$ cat config.mk
export PLATFORM = sky130hd
export DESIGN_NAME = serial_word_link
export DESIGN_NICKNAME = d
export VERILOG_FILES = /design/src/rtl/link_pkg.sv /design/src/rtl/err_counter.sv /design/src/rtl/link_tx.sv /design/src/rtl/link_rx.sv /design/src/rtl/serial_word_link.sv
export SDC_FILE = /design/constraint.sdc
export NUM_CORES = 1
export LEC_CHECK = 0
export BUFFER_PORTS_ARGS = -buffer_cell sky130_fd_sc_hd__buf_2
export CAP_MARGIN = 20
export CORE_MARGIN = 5
export CORE_UTILIZATION = 60
export DETAILED_ROUTE_END_ITERATION = 8
export PLACE_DENSITY = 0.93
export SYNTH_ARGS = -nofsm -noshare
export SYNTH_HDL_FRONTEND = slang
export SYNTH_SLANG_ARGS = --single-unit
export TNS_END_PERCENT = 30
$ cat constraint.sdc
create_clock -name clk_i -period 4.28 [get_ports clk_i]
set_input_delay 0 -clock clk_i [delete_from_list [all_inputs] [get_ports clk_i]]
set_output_delay 0 -clock clk_i [all_outputs]
set_load 0.1 [all_outputs]
$ cat src/rtl/link_pkg.sv
package link_pkg;
  localparam int WORD_W_DEF = 32;
  localparam int ERR_W_DEF  = 16;
  localparam logic [1:0] ACK_OK     = 2'b10;
  localparam logic [1:0] ACK_RESEND = 2'b01;

  typedef enum logic [1:0] {TX_IDLE, TX_SEND, TX_WAIT} tx_state_e;
  typedef enum logic [1:0] {RX_IDLE, RX_DATA, RX_PAR, RX_ACK} rx_state_e;
endpackage

$ cat src/rtl/err_counter.sv
module err_counter #(
  parameter int W = 16
) (
  input  logic         clk_i,
  input  logic         rst_ni,
  input  logic         clr_i,
  input  logic         inc_i,
  output logic [W-1:0] cnt_o
);
  logic [W-1:0] cnt_q;

  always_ff @(posedge clk_i or negedge rst_ni) begin
    if (!rst_ni)                   cnt_q <= '0;
    else if (clr_i)                cnt_q <= '0;
    else if (inc_i && cnt_q != '1) cnt_q <= cnt_q + W'(1);
  end

  assign cnt_o = cnt_q;
endmodule

$ cat src/rtl/link_tx.sv
module link_tx
  import link_pkg::*;
#(
  parameter int WORD_W = WORD_W_DEF
) (
  input  logic              clk_i,
  input  logic              rst_ni,
  input  logic [WORD_W-1:0] data_i,
  input  logic              valid_i,
  output logic              ready_o,
  output logic              line_o,
  input  logic              ack_line_i,
  output logic              resend_o
);
  localparam int CNT_W = $clog2(WORD_W + 2);
  localparam logic [CNT_W-1:0] PAR_POS = CNT_W'(WORD_W + 1);

  tx_state_e         state_q;
  logic [CNT_W-1:0]  cnt_q;
  logic [WORD_W-1:0] word_q, shift_q;
  logic              par_q;
  logic [1:0]        ph_q;
  logic              hi_q;
  logic              reply_done;

  assign ready_o    = (state_q == TX_IDLE);
  assign reply_done = (state_q == TX_WAIT) && (ph_q == 2'd2);
  assign resend_o   = reply_done && ({hi_q, ack_line_i} != ACK_OK);

  always_comb begin
    line_o = 1'b0;
    if (state_q == TX_SEND) begin
      if (cnt_q == '0)          line_o = 1'b1;
      else if (cnt_q == PAR_POS) line_o = par_q;
      else                      line_o = shift_q[0];
    end
  end

  always_ff @(posedge clk_i or negedge rst_ni) begin
    if (!rst_ni) begin
      state_q <= TX_IDLE;
      cnt_q   <= '0;
      word_q  <= '0;
      shift_q <= '0;
      par_q   <= 1'b0;
      ph_q    <= '0;
      hi_q    <= 1'b0;
    end else begin
      case (state_q)
        TX_IDLE: if (valid_i) begin
          word_q  <= data_i;
          shift_q <= data_i;
          par_q   <= ^data_i;
          cnt_q   <= '0;
          state_q <= TX_SEND;
        end
        TX_SEND: begin
          cnt_q <= cnt_q + CNT_W'(1);
          if (cnt_q != '0 && cnt_q != PAR_POS) shift_q <= shift_q >> 1;
          if (cnt_q == PAR_POS) begin
            state_q <= TX_WAIT;
            ph_q    <= '0;
          end
        end
        TX_WAIT: begin
          case (ph_q)
            2'd0:    if (ack_line_i) ph_q <= 2'd1;
            2'd1:    begin hi_q <= ack_line_i; ph_q <= 2'd2; end
            default: begin
              ph_q <= '0;
              if (resend_o) begin
                // replay the held word from the start bit
                shift_q <= word_q;
                cnt_q   <= '0;
                state_q <= TX_SEND;
              end else begin
                state_q <= TX_IDLE;
              end
            end
          endcase
        end
        default: state_q <= TX_IDLE;
      endcase
    end
  end
endmodule

$ cat src/rtl/link_rx.sv
module link_rx
  import link_pkg::*;
#(
  parameter int WORD_W = WORD_W_DEF
) (
  input  logic              clk_i,
  input  logic              rst_ni,
  input  logic              line_i,
  output logic              ack_line_o,
  output logic [WORD_W-1:0] data_o,
  output logic              valid_o
);
  localparam int CNT_W = $clog2(WORD_W);
  localparam logic [CNT_W-1:0] LAST_BIT = CNT_W'(WORD_W - 1);

  rx_state_e         state_q;
  logic [CNT_W-1:0]  cnt_q;
  logic [WORD_W-1:0] shift_q, data_q;
  logic              valid_q;
  logic [1:0]        code_q;
  logic              par_ok;

  assign par_ok  = ((^shift_q) == line_i);
  assign data_o  = data_q;
  assign valid_o = valid_q;

  always_comb begin
    ack_line_o = 1'b0;
    if (state_q == RX_ACK) begin
      case (cnt_q)
        CNT_W'(0): ack_line_o = 1'b1;
        CNT_W'(1): ack_line_o = code_q[1];
        default:   ack_line_o = code_q[0];
      endcase
    end
  end

  always_ff @(posedge clk_i or negedge rst_ni) begin
    if (!rst_ni) begin
      state_q <= RX_IDLE;
      cnt_q   <= '0;
      shift_q <= '0;
      data_q  <= '0;
      valid_q <= 1'b0;
      code_q  <= ACK_RESEND;
    end else begin
      valid_q <= 1'b0;
      case (state_q)
        RX_IDLE: if (line_i) begin
          cnt_q   <= '0;
          state_q <= RX_DATA;
        end
        RX_DATA: begin
          shift_q <= {line_i, shift_q[WORD_W-1:1]};
          cnt_q   <= cnt_q + CNT_W'(1);
          if (cnt_q == LAST_BIT) state_q <= RX_PAR;
        end
        RX_PAR: begin
          if (par_ok) begin
            data_q  <= shift_q;
            valid_q <= 1'b1;
          end
          code_q  <= par_ok ? ACK_OK : ACK_RESEND;
          cnt_q   <= '0;
          state_q <= RX_ACK;
        end
        RX_ACK: begin
          cnt_q <= cnt_q + CNT_W'(1);
          if (cnt_q == CNT_W'(2)) state_q <= RX_IDLE;
        end
        default: state_q <= RX_IDLE;
      endcase
    end
  end
endmodule

$ cat src/rtl/serial_word_link.sv
module serial_word_link
  import link_pkg::*;
#(
  parameter int WORD_W = WORD_W_DEF,
  parameter int ERR_W  = ERR_W_DEF
) (
  input  logic              clk_i,
  input  logic              rst_ni,
  input  logic [WORD_W-1:0] tx_data_i,
  input  logic              tx_valid_i,
  output logic              tx_ready_o,
  input  logic              fwd_flip_i,
  input  logic              ack_flip_i,
  output logic              fwd_line_o,
  output logic              ack_line_o,
  output logic [WORD_W-1:0] rx_data_o,
  output logic              rx_valid_o,
  input  logic              err_clr_i,
  output logic [ERR_W-1:0]  err_cnt_o
);
  logic tx_line, rx_ack, resend;

  // channel model: fault inputs corrupt the wires between the endpoints
  assign fwd_line_o = tx_line ^ fwd_flip_i;
  assign ack_line_o = rx_ack ^ ack_flip_i;

  link_tx #(.WORD_W(WORD_W)) u_tx (
    .clk_i      (clk_i),
    .rst_ni     (rst_ni),
    .data_i     (tx_data_i),
    .valid_i    (tx_valid_i),
    .ready_o    (tx_ready_o),
    .line_o     (tx_line),
    .ack_line_i (ack_line_o),
    .resend_o   (resend)
  );

  link_rx #(.WORD_W(WORD_W)) u_rx (
    .clk_i      (clk_i),
    .rst_ni     (rst_ni),
    .line_i     (fwd_line_o),
    .ack_line_o (rx_ack),
    .data_o     (rx_data_o),
    .valid_o    (rx_valid_o)
  );

  err_counter #(.W(ERR_W)) u_err (
    .clk_i  (clk_i),
    .rst_ni (rst_ni),
    .clr_i  (err_clr_i),
    .inc_i  (resend),
    .cnt_o  (err_cnt_o)
  );
endmodule

; ---- Word-level counts from Yosys, hierarchy flattened
; Cells that the tools add are included.
[totals]
regBits = 166
inputBits = 38
out_inout_bits = 52
word_cells = 102
[op_classes]
addsub = 3
eq_ne = 24
muxes = 34
bitwise_logic = 2
reduce_logical = 25
[op_table]
columns = cell, count
row1 = $mux 32, 4
row2 = $pmux 32 s3, 1
row3 = $reduce_xor 32->1, 2
row4 = $mux 16, 2
row5 = $mux 2, 9
row6 = $mux 6, 3
row7 = $pmux 6 s3, 1
row8 = $add 16x1->16 const B, 1
row9 = $ne 16x16->1 const B, 1
row10 = $pmux 5 s3, 1
row11 = $ne 2x2->1 const B, 6
row12 = $reduce_and 3->1, 3
row13 = $eq 2x2->1 const B, 4
row14 = $pmux 2 s2, 2
row15 = $pmux 2 s4, 1
row16 = $mux 1, 7
row17 = $add 6x1->6 const B, 1
row18 = $eq 2x1->1 const B, 3
row19 = $eq 6x6->1 const B, 1
row20 = $logic_not 2->1, 3
row21 = $logic_not 6->1, 1
row22 = $ne 2x1->1 const B, 3
row23 = $ne 6x6->1 const B, 1
row24 = $pmux 2 s3, 1
row25 = 18 further kinds, 26

; ---- Longest topological paths before layout
[logic_depth]
ltp_word = 9
ltp_mapped = 10
depth_no_buf = 9

; ---- Modules after synthesis
; A second synthesis with hierarchy kept.
[unflattened]
cells_unflattened = 717
area_unflattened_um2 = 8211.6
[modules_own_cells]
columns = module, instances, cells_each, area_each_um2, seq_area_each_um2
row1 = link_tx, 1, 395, 3990.1, 1901.8
row2 = link_rx, 1, 222, 3261.9, 1853.0
row3 = err_counter, 1, 98, 942.2, 400.4
row4 = serial_word_link, 1, 2, 17.5, 0.0

; ---- Least setup slack after synthesis
; Ideal clock, no wire load.
[synth_timing]
kind = flip-flop to flip-flop
start = reg u_rx.cnt_q[1]
end = reg u_err.cnt_q[14], in the netlist u_err.cnt_o[14]
setup_time_ns = 0.125
t_arrival_ns = 2.520
t_required_ns = 4.155
path_slack_ns = 1.635
path_stages_with_launch = 11
n_path_buf = 1
period_less_slack_ns = 2.645
cell_sequence = dfrtp_1 -> inv_1 -> ha_1 -> or4b_1 -> a2bb2oi_1 -> o21ai_0 -> a311oi_4 -> buf_6 -> nand4_1 -> nor2_1 -> mux2_2
[synth_via]
elab_chain_len = 8
word_cells_on_any_way = 9
cone_classes = 2 x eq/ne / 2 x mux / 1 x bitwise / 4 x reduce/logical
[synth_rtl]
columns = element, line_no
row1 = from (decl), link_rx.sv:17  ; logic [CNT_W-1:0] cnt_q;
row2 = from (signal assigned), link_rx.sv:55  ; cnt_q <= cnt_q + CNT_W'(1);
row3 = from (signal assigned), link_rx.sv:68  ; cnt_q <= cnt_q + CNT_W'(1);
row4 = $eq 5x1->1 / $logic_not 5->1 (equally long branches), link_rx.sv:30  ; case (cnt_q)
row5 = $pmux 1 s2 (*), link_rx.sv:30
row6 = $mux 1 (*), link_rx.sv:29  ; if (state_q == RX_ACK) begin
row7 = $xor 1x1->1 (*), serial_word_link.sv:25  ; assign ack_line_o = rx_ack ^ ack_flip_i;
row8 = $ne 2x2->1 (*), link_tx.sv:28  ; assign resend_o = reply_done && ({hi_q, ack_line_i} != ACK_OK);
row9 = $logic_and 1x1->1 (*), link_tx.sv:28
row10 = $logic_and 1x1->1 (*), err_counter.sv:15  ; else if (inc_i && cnt_q != '1) cnt_q <= cnt_q + W'(1);
row11 = $reduce_bool 2->1 (no line) (*), -
row12 = to (signal assigned), err_counter.sv:15
row13 = to (decl), err_counter.sv:10  ; logic [W-1:0] cnt_q;
; Mark *: on every way between the ends. The rest lies on a longest branch, timed or not.
; A chain may end at the register's enable or synchronous reset.

; ---- Worst setup path after layout
[layout_timing]
start = reg u_tx.cnt_q[3]
end = reg u_rx.data_q[27], in the netlist u_rx.data_o[27]
[layout_via]
elab_chain_len = 7
word_cells_on_any_way = 8
cone_classes = 2 x eq/ne / 3 x mux / 1 x bitwise / 2 x reduce/logical
[layout_rtl]
columns = element, line_no
row1 = from (decl), link_tx.sv:19  ; logic [CNT_W-1:0] cnt_q;
row2 = from (signal assigned), link_tx.sv:58  ; cnt_q <= cnt_q + CNT_W'(1);
row3 = $eq 6x6->1, link_tx.sv:34  ; else if (cnt_q == PAR_POS) line_o = par_q;
row4 = $mux 1, link_tx.sv:34
row5 = $mux 1 (*), link_tx.sv:33  ; if (cnt_q == '0) line_o = 1'b1;
row6 = $mux 1 (*), link_tx.sv:32  ; if (state_q == TX_SEND) begin
row7 = $xor 1x1->1 (*), serial_word_link.sv:24  ; assign fwd_line_o = tx_line ^ fwd_flip_i;
row8 = $eq 1x1->1 (*), link_rx.sv:23  ; assign par_ok = ((^shift_q) == line_i);
row9 = $reduce_and 2->1 (no line) (*), -
row10 = to (signal assigned), link_rx.sv:60  ; data_q <= shift_q;
row11 = to (decl), link_rx.sv:18  ; logic [WORD_W-1:0] shift_q, data_q;
; Marked as above.

==> impl_metrics.tcl <==
set metrics [dict create \
    drtAntennaViolNets 0 \
    start_kind "flip-flop" \
    intPower_mw 4.82 \
    combPwrFrac_pct 51.1 \
    synth_edf_count 0 \
    synthCells 725 \
    fmax_ghz 0.305 \
    swShare_pct 43.2 \
    wl_um 19000 \
    period_minus_slack_ns 3.28 \
    yosysWarnings 0 \
    finClkSkew_ns 0.00873 \
    slowest_stage "nand2_2" \
    synth_ff_type "dfrtp_1" \
    drive_above_1_share_pct 27.2 \
    grt_overflow 0 \
    crit_path_end_kind "flip-flop" \
    start_util_pct 61.0 \
    vias 6154 \
    crit_buf_inv 0 \
    cts.htree.levels 4 \
    min_path_type "primary input to flip-flop" \
    die_area_um2 15800 \
    drt-wirelength-per-cell_um 18.5 \
    slew_violations 0 \
    die_h_um 126 \
    yosysMostFrequentCell "dfrtp_1" \
    cellPowerDensity_nw_per_um2 887 \
    max_slew.worst_pin.slew_ns 0.851 \
    layout-area-overhead-vs-synth_pct 18.9 \
    worstHoldStart "fwd_flip_i" \
    antenna_found_initial 1 \
    clockBufferDepth 2 \
    worstSetupPathType "flip-flop to flip-flop" \
    ios 90 \
    fp.coreArea_um2 13200 \
    power.switching_mw 3.66 \
    ys_seq_elements 166 \
    cts_root_buf "clkbuf_16" \
    rsz0062_at_grt "false" \
    gp_congestion 0.805 \
    die_w_um 126 \
    dr.pass1.iters 5 \
    cts.sinks 166 \
    port_buffers 89 \
    status "finished clean" \
    nFillCells 859 \
    first_iter_violations 500 \
    relSlewSlack_pct 43.3 \
    yosys.area.top_type "dfrtp_1" \
    critical-path-top-delay-family "simple AND/OR/NAND/NOR gates" \
    drc 0 \
    hold_depth 4 \
    r2r-start "u_tx.cnt_q[3]$_DFFE_PN0P_" \
    cts_inserted_buffers 17 \
    crit_chain "nor3_2 -> a31o_2 -> a31oi_1 -> xnor2_1 -> xnor3_1 -> nand2_2 -> mux2_2" \
    grt_max_degree 96 \
    register_area_um2 4160 \
    synth.area.top_cells "dfrtp_1 51%, mux2_2 13%, xnor2_1 6.6%, o21ai_0 5.2%, nand2_1 4.3%" \
    ys_seq_area_share_pct 51.6 \
    avgViaCountPerCell 5.98 \
    grt_usage_pct 24.5 \
    crit_path_max_fanout 35 \
    postLayoutCellArea_um2 9570 \
    synth_area_um2 8050 \
    grt_pass1_wl_um 31600 \
    pwr-share-seq_pct 31.0 \
    rows 42 \
    leakagePower_nw 4.37 \
    power.total_mw 8.48 \
    cts_tree "yes" \
    insertion_delay_ns 0.43 \
    dp_hpwl_um 10800 \
    hold_violations 0 \
    min_to "u_rx.cnt_q[4]$_DFFE_PN0P_" \
    synth_top_area_share_pct 51.3 \
    r2r_cells 7 \
    ys_async_sr_fraction_pct 100 \
    clkTransAtPathRegs_ns 0.06 \
    synth_fp_nets 780 \
    final_nets 894 \
    ff2ff_setup_slack_ns 1.00 \
    max_cap_viol_count 0 \
    r2r_end "u_rx.data_o[27]$_DFFE_PN0P_" \
    synth_cell_type_count 50 \
    fin_crit_sh_pct 76.6 \
    required_ns 4.58 \
    setup_viol 0 \
    cp-startpoint "u_tx.cnt_q[3]$_DFFE_PN0P_" \
    power_frac_clock_pct 17.9 \
    cpPeakStageDelay_ns 0.63 \
    arrival_ns 3.58 \
    grt_pass1_vias 6354 \
    vdd_drop_max_v 0.000955 \
    syn_area_per_cell_um2 11.1 \
    synth_commonest_cells "165 x dfrtp_1, 96 x mux2_2, 92 x nand2_1" \
    multi_input_area_um2 3640 \
    placed_cell_area_um2 8610 \
    finalSetupTns_ns 0 \
]
[worst max path at each step]
stage,end,depth (start not counted)
2_1_floorplan,u_err.cnt_o[14]$_DFFE_PN0P_,10
3_3_place_gp,u_rx.data_o[8]$_DFFE_PN0P_,7
3_5_place_dp,u_rx.data_o[9]$_DFFE_PN0P_,7
4_1_cts,u_rx.data_o[17]$_DFFE_PN0P_,7
5_1_grt,u_rx.data_o[27]$_DFFE_PN0P_,7
6_report,u_rx.data_o[27]$_DFFE_PN0P_,7
[metrics by stage]
step	worst slack (ns)	instances	hold WS, ns	utilization, %
final	1.00	1029	0.0406	72.5
after global routing	0.806	1029	0.0877	72.5
after CTS	1.05	1027	0.0281	72.3
after detailed placement	1.13	961	0.142	65.3
after global placement	1.23	961	0.141	65.3
after floorplan	1.64	725	-0.296	-
[worst register-to-register path, cell delays in order, from the launching register on]
cell     delay, ns
dfrtp_1       0.46
nor3_2        0.36
a31o_2        0.22
a31oi_1       0.09
xnor2_1       0.44
xnor3_1       0.51
nand2_2       0.63
mux2_2        0.45
[layout by cell type (no fill, tap or decap), types with 4 or more instances in the layout]
cell type      synthesis  final
nand3_1               15     15
dfrtp_1              165    165
a22oi_1               31     31
clkbuf_16              0     17
clkinv_4               0      4
nand4_1                6      6
nor2_1                14     14
nand2b_1               4      4
dlygate4sd3_1          0     34
inv_1                 22     22
buf_2                  1     88
xnor2_1               61     61
nand2_1               92     92
xor2_1                 9      9
mux2_2                96     96
nor2b_1                8      8
nand3b_1               5      5
ha_1                  17     17
and3_1                 4      4
o21ai_0               84     84
or4_1                  5      5
buf_4                  0      8
a21oi_1               10     10
[per-layer routing]
layer	routed length (um)	vias up	track usage, %	part of all wire [%]
met1	7460	3059	30.1	39
li1	-	2760	-	-
met2	9550	263	40.7	50
met5	0	-	0	0
met3	1290	72	6.48	6.8
met4	716	0	11.2	3.8
[power by group through the flow]
stage	sequential, mW	combinational, mW	clock, mW
after floorplan	3.20	2.93	0
after global placement	2.57	4.04	0
after detailed placement	2.61	4.20	0
after CTS	2.60	4.27	1.53
after global routing	2.69	4.67	1.61
final	2.63	4.33	1.52
[state kept, by name, indices dropped and copies added, names as in the netlist]
signal / cells
u_err.cnt_o: 16
u_rx.cnt_q: 5
u_rx.code_q: 2
u_rx.data_o: 32
u_rx.shift_q: 32
u_rx.state_q: 2
u_rx.valid_o: 1
u_tx.cnt_q: 6
u_tx.hi_q: 1
u_tx.par_q: 1
u_tx.ph_q: 2
u_tx.shift_q: 32
u_tx.state_q: 2
u_tx.word_q: 32
[kinds of logic (layout without fill, tap and decap cells)]
kind of cell	Yosys count	in the layout	share of synthesized area [%]
AOI/OAI and AO/OA	145	145	11.0
muxes	98	98	13.7
xor gates and xnor gates	71	71	7.90
buffers and inverters	59	186	3.14
other	0	1	0
DFF	166	166	51.6
and+or+nand+nor	169	169	10.0
adders and majority gates	17	17	2.64
[final cells by class]
| class | count | area share, % |
|---|---|---|
| antenna | 1 | 0.0262 |
| clock buffer | 22 | 4.85 |
| clock inverter | 10 | 1.27 |
| inverter | 22 | 0.863 |
| multi-input combinational | 500 | 38.1 |
| sequential | 166 | 43.4 |
| tap | 176 | 2.30 |
| timing repair buffer | 132 | 9.20 |
[repair_timing]
item / in CTS / in global routing
setup buffers: 0 / 0
resized for setup: 0 / 0
hold buffers: 34 / 0
endpoints found under the hold margin: 168 / 0
Power figures use the tool's default switching activity.
